[config.mk]
export PLATFORM = sky130hd
export DESIGN_NAME = cart_order_norm
export DESIGN_NICKNAME = d
export VERILOG_FILES = /design/src/rtl/cbo_pkg.sv /design/src/rtl/cbo_classifier.sv /design/src/rtl/cbo_permute.sv /design/src/rtl/cbo_stage.sv /design/src/rtl/cart_order_norm.sv
export SDC_FILE = /design/constraint.sdc
export NUM_CORES = 1
export LEC_CHECK = 0
export ABC_CLOCK_PERIOD_IN_PS = 1680
export CORE_MARGIN = 1.5
export CORE_UTILIZATION = 40
export DETAILED_ROUTE_END_ITERATION = 10
export GPL_TIMING_DRIVEN = 0
export MAX_ROUTING_LAYER = met4
export PLACE_DENSITY = 0.75
export RECOVER_POWER = 50
export REMOVE_ABC_BUFFERS = 1
export SETUP_SLACK_MARGIN = 0.3
export SLEW_MARGIN = 20
export SYNTH_ARGS = -nofsm -noshare
export SYNTH_HDL_FRONTEND = slang
export SYNTH_SLANG_ARGS = --single-unit
[constraint.sdc]
create_clock -name clk -period 1.68 [get_ports clk]
set_input_delay 0.168 -clock clk [delete_from_list [all_inputs] [get_ports clk]]
set_output_delay 0.168 -clock clk [all_outputs]
set_load 0.1 [all_outputs]
[src/rtl/cbo_pkg.sv]
package cbo_pkg;
  typedef enum logic [2:0] {
    ORD_PEND    = 3'd0,
    ORD_BIG     = 3'd1,
    ORD_SWAP    = 3'd2,
    ORD_LITTLE  = 3'd3,
    ORD_UNKNOWN = 3'd4
  } order_e;
endpackage

[src/rtl/cbo_classifier.sv]
module cbo_classifier
  import cbo_pkg::*;
#(
  parameter int LANE_W = 8,
  parameter logic [LANE_W-1:0] MARK_BIG    = 8'h80,
  parameter logic [LANE_W-1:0] MARK_SWAP   = 8'h37,
  parameter logic [LANE_W-1:0] MARK_LITTLE = 8'h40
) (
  input  logic              clk,
  input  logic              rst,
  input  logic              img_start,
  input  logic              accept,
  input  logic [LANE_W-1:0] marker,
  output order_e            word_order,
  output logic              bad_q
);
  logic   pending_q;
  logic   pending_eff;
  order_e order_q;
  order_e decoded;

  always_comb begin
    if (marker == MARK_BIG)         decoded = ORD_BIG;
    else if (marker == MARK_SWAP)   decoded = ORD_SWAP;
    else if (marker == MARK_LITTLE) decoded = ORD_LITTLE;
    else                            decoded = ORD_UNKNOWN;
  end

  assign pending_eff = pending_q | img_start;
  assign word_order  = pending_eff ? decoded : order_q;

  always_ff @(posedge clk) begin
    if (rst) begin
      pending_q <= 1'b1;
      order_q   <= ORD_PEND;
      bad_q     <= 1'b0;
    end else if (accept && pending_eff) begin
      pending_q <= 1'b0;
      order_q   <= decoded;
      bad_q     <= (decoded == ORD_UNKNOWN);
    end else if (img_start) begin
      pending_q <= 1'b1;
      order_q   <= ORD_PEND;
      bad_q     <= 1'b0;
    end
  end

  // a locked layout holds while no new image begins
  a_r6_order_locked: assert property (@(posedge clk) disable iff (rst)
    (!pending_q && !img_start) |=> $stable(order_q));

  // the flag only ever accompanies an unrecognised layout
  a_r8_flag_unknown: assert property (@(posedge clk) disable iff (rst)
    bad_q |-> (order_q == ORD_UNKNOWN));

  // a strobe without a word re-arms classification and clears the flag
  a_r7_restart: assert property (@(posedge clk) disable iff (rst)
    (img_start && !accept) |=> (pending_q && !bad_q));
endmodule

[src/rtl/cbo_permute.sv]
module cbo_permute
  import cbo_pkg::*;
#(
  parameter int LANE_W = 8,
  parameter int LANES  = 4,
  localparam int W = LANE_W * LANES
) (
  input  order_e       mode,
  input  logic [W-1:0] din,
  output logic [W-1:0] dout
);
  logic [W-1:0] swp;
  logic [W-1:0] rev;

  // lane k occupies bits [W-1-k*LANE_W -: LANE_W]; lane 0 is the lowest address
  for (genvar g = 0; g < LANES; g++) begin : g_lane
    assign swp[W-1-g*LANE_W -: LANE_W] = din[W-1-(g^1)*LANE_W -: LANE_W];
    assign rev[W-1-g*LANE_W -: LANE_W] = din[(g+1)*LANE_W-1 -: LANE_W];
  end

  always_comb begin
    case (mode)
      ORD_SWAP:   dout = swp;
      ORD_LITTLE: dout = rev;
      default:    dout = din;
    endcase
  end
endmodule

[src/rtl/cbo_stage.sv]
module cbo_stage #(
  parameter int W = 32
) (
  input  logic         clk,
  input  logic         rst,
  input  logic         in_valid,
  output logic         in_ready,
  input  logic [W-1:0] in_data,
  output logic         out_valid,
  input  logic         out_ready,
  output logic [W-1:0] out_data
);
  logic         v_q;
  logic [W-1:0] d_q;

  assign in_ready  = !v_q || out_ready;
  assign out_valid = v_q;
  assign out_data  = d_q;

  always_ff @(posedge clk) begin
    if (rst) v_q <= 1'b0;
    else if (in_ready) v_q <= in_valid;
  end

  always_ff @(posedge clk) begin
    if (in_valid && in_ready) d_q <= in_data;
  end

  // a stalled word stays put
  a_r10_hold: assert property (@(posedge clk) disable iff (rst)
    (out_valid && !out_ready) |=> (out_valid && $stable(out_data)));

  // an accepted word is presented after one edge
  a_r9_fill: assert property (@(posedge clk) disable iff (rst)
    (in_valid && in_ready) |=> out_valid);
endmodule

[src/rtl/cart_order_norm.sv]
module cart_order_norm
  import cbo_pkg::*;
#(
  parameter int LANE_W = 8,
  parameter int LANES  = 4,
  parameter logic [LANE_W-1:0] MARK_BIG    = 8'h80,
  parameter logic [LANE_W-1:0] MARK_SWAP   = 8'h37,
  parameter logic [LANE_W-1:0] MARK_LITTLE = 8'h40,
  localparam int W = LANE_W * LANES
) (
  input  logic         clk,
  input  logic         rst,
  input  logic         img_start,
  input  logic         in_valid,
  output logic         in_ready,
  input  logic [W-1:0] in_data,
  output logic         out_valid,
  input  logic         out_ready,
  output logic [W-1:0] out_data,
  output logic         bad_marker
);
  order_e       word_order;
  logic [W-1:0] norm_word;
  logic         accept;

  assign accept = in_valid && in_ready;

  cbo_classifier #(
    .LANE_W(LANE_W), .MARK_BIG(MARK_BIG),
    .MARK_SWAP(MARK_SWAP), .MARK_LITTLE(MARK_LITTLE)
  ) u_class (
    .clk(clk), .rst(rst), .img_start(img_start), .accept(accept),
    .marker(in_data[W-1 -: LANE_W]), .word_order(word_order), .bad_q(bad_marker)
  );

  cbo_permute #(.LANE_W(LANE_W), .LANES(LANES)) u_perm (
    .mode(word_order), .din(in_data), .dout(norm_word)
  );

  cbo_stage #(.W(W)) u_stage (
    .clk(clk), .rst(rst), .in_valid(in_valid), .in_ready(in_ready),
    .in_data(norm_word), .out_valid(out_valid), .out_ready(out_ready),
    .out_data(out_data)
  );

  // a full, stalled stage refuses input
  a_r10_no_drop: assert property (@(posedge clk) disable iff (rst)
    (out_valid && !out_ready) |-> !in_ready);

  // empty after reset
  a_r1_reset_empty: assert property (@(posedge clk)
    $past(rst) |-> (!out_valid && !bad_marker));
endmodule

==> results.cfg <==
[status]
status = finished with violations
violations = negative setup slack

[timing]
tns_ns = -0.1245
max_slew_margin = 0.6396
finalCritPeriodShare = 1.052
max_freq_ghz = 0.5656
rsz0062_at_grt = true
hold_ws_ns = 0.2852
fin_crit_ns = 1.768
finalMaxSlewViolations = 0
tightest_slew_ns = 0.5356
finClkSkew_ns = 0.002277
setup_viol = 3
hold_viol = 0
worst_slack_ns = -0.08795

[die]
std_cell_rows = 26
ios = 72
die_y_um = 75.56
dieArea_um2 = 5709
core_um2 = 5075
start_util = 0.4149
dieWidth_um = 75.56

[finish]
nets = 368
syn2layout_area_growth_pct = 75.16
antenna_cells = 0
final_layout_size_suffix_gt1_frac = 0.4247

[synthesis]
synth-seq-area-share = 0.5134
netlist_instances = 234
synth_top_area_cell = edfxtp_1
postSynthAreaPerCell_um2 = 8.999
post_synth_num_cell_types = 41
yosysTopAreaCellShare = 0.4563
ys_warn_count = 0
synth_seq_cells = 38
ys_top_cells_by_area = edfxtp_1, nand2_1, a31oi_1
synth_area_um2 = 2106

[setup_path]
path_delay_family = simple AND/OR/NAND/NOR gates
crit_type = reg -> reg
worst_ep_arrival_time_ns = 1.81
critPathMaxFanout = 4
critPathMostFrequentCell = buf_4
critPathRequiredTime_ns = 1.72
cp_slowest_cell = nor4_1
cp_cell_sequence = buf_4, nor2_4, buf_4, nor4_1, nor3_2, mux2_4
end_kind = flip-flop
start_kind = flip-flop
slowest_delay_ns = 0.47
crit_buf_inv = 2

[routing]
dr.first_iter.drc_count = 205
wl_per_cell_um = 18.26
drt_first_pass_iters = 5
drt_drc_violations_left = 0
antenna_left = 0
wirelength_um = 7342
vias = 2330
viasPerCell = 5.796

[grt]
grt_start_max_net_pins = 34
antenna_found_initial = 0
grt_util_all_layers = 0.2526
grt_pass1_vias = 2149
grt_pass1_wl_um = 10320
overflow = 0

[cts]
root_buffer = clkbuf_8
cts_tree = yes
cts_buffers = 5
clk_pin_slew_worst_paths_ns = 0.07
cts_buffer_depth = 2
insertion_delay_ns = 0.29
cts_htree_levels = 2
clock_sinks = 38
ctsHoldBuffers = 0

[power]
p_leak_uw = 0.001360
p_per_area_nw_per_um2 = 751.9
ir_drop_uv = 464.6

[placement]
place_congestion = 0.8814
dp_hpwl_um = 3497
portBuffers = 71

[worst_hold_path]
hold_path_class = in -> reg

[flow_run]
cap_violations = 0
-- state kept, by name (all words and copies together) (netlist names) --
register,count
u_stage.out_data,32
u_class.order_q,3
u_class.bad_q,1
u_class.pending_q,1
u_stage.out_valid,1
-- synthesized netlist by cell type --
master     instances
o21ai_0            1
nand2b_1           1
a211oi_1           2
nand3_1            5
nor4_1             1
clkbuf_1           8
or4_4              1
a22oi_1            2
clkbuf_2           1
a31oi_4            1
or2_2              1
a31oi_1           28
inv_1              3
and2_1             2
buf_1              1
nor2b_1            1
and2_0             1
nor2_1            34
buf_2              6
nand2_1           56
mux2_4             1
buf_4              3
nor4_2             1
a21oi_1           10
o2bb2ai_1          1
nor3_4             1
o41ai_1            1
mux2_2             2
nand4_1            2
xor2_1             1
o41a_1             1
o21a_1             2
o22ai_1            3
a31o_2             1
edfxtp_1          32
nand4b_1           1
dfxtp_1            6
and3_1             2
nor3_1             5
and4b_1            1
o21bai_1           1
-- path summary, 6_finish.rpt --
kind	startpoint	endpoint	slack (ns)	cells past startpoint
max	u_class.pending_q	u_stage.out_data[23]	-0.09	6
min	in_data[26]	u_stage.out_data[26]	0.29	3
max reg2reg	u_class.pending_q	u_stage.out_data[23]	-0.09	6
min reg2reg	u_class.order_q[2]	u_class.order_q[2]	0.47	2
-- final cells by class --
type | instances | area, um2
fillers | 357 | 1386
multi-input cells | 181 | 1290
repair buffers | 102 | 1137
flip-flops and latches | 38 | 1082
well taps | 70 | 87.58
clock buffers | 8 | 80.08
inverters | 3 | 11.26
-- where the power goes --
group | switching, uW | internal, uW | total [uW]
combinational | 712 | 331 | 1040
sequential | 19.1 | 1100 | 1120
clock | 313 | 295 | 608
total | 1040 | 1730 | 2770
-- worst register-to-register path: stages (launching register included) --
cell	delay (ns)
dfxtp_2	0.33
buf_4	0.12
nor2_4	0.05
buf_4	0.16
nor4_1	0.47
nor3_2	0.12
mux2_4	0.28
-- through the flow --
step	cell area (um2)	utilization	setup slack [ns]	std cells	total power [uW]
4_1_cts	3510	0.6916	0.07341	397	2714
3_3_place_gp	2813	0.5542	-1.456	356	1996
5_1_grt	3689	0.7268	-0.07972	402	2871
6_report	3689	0.7268	-0.08795	402	2774
3_5_place_dp	2841	0.5599	-1.274	357	2012
2_1_floorplan	2014	-	-1.314	215	1736
-- per-layer routing --
layer  up-vias  GRT usage  wire (um)
li1       1060          -          -
met1      1109     0.3003       2907
met2       139     0.4298       3734
met3        22    0.03175        492
met4         0     0.1111        208
met5         -          -          0
-- cells by family (layout without fill, tap and decap cells) --
kind of cell / count (synthesis) / after routing / share of synthesized area
AOI/OAI and AO/OA: 54 / 56 / 0.1711
xor gates and xnor gates: 1 / 1 / 0.004160
buffers and inverters: 22 / 113 / 0.04872
DFF: 38 / 38 / 0.5134
muxes: 3 / 3 / 0.01782
and+or+nand+nor: 116 / 121 / 0.2448
-- placed cells by master, fill, tap and decap left out, types with 3 or more instances in the layout --
cell type / netlist / final
a21oi_1: 10 / 6
a21oi_2: 0 / 3
a31oi_1: 28 / 24
a31oi_4: 1 / 5
and2_4: 0 / 4
buf_12: 0 / 3
buf_16: 0 / 4
buf_4: 3 / 14
buf_6: 0 / 12
buf_8: 0 / 3
clkbuf_1: 8 / 3
clkbuf_8: 0 / 5
clkdlybuf4s15_2: 0 / 28
clkdlybuf4s18_2: 0 / 7
clkdlybuf4s50_1: 0 / 25
dfxtp_1: 6 / 5
edfxtp_1: 32 / 32
inv_1: 3 / 3
nand2_1: 56 / 44
nand2_2: 0 / 9
nand3_1: 5 / 5
nor2_1: 34 / 16
nor2_2: 0 / 6
nor2_4: 0 / 12
nor3_1: 5 / 3
-- timing repair --
item	in CTS	in global routing
gates cloned	7	3
endpoints found under the setup margin	104	74
buffers inserted	25	2
pin swaps	24	12
gates resized for setup	209	46
(Power assumes the default switching activity.)
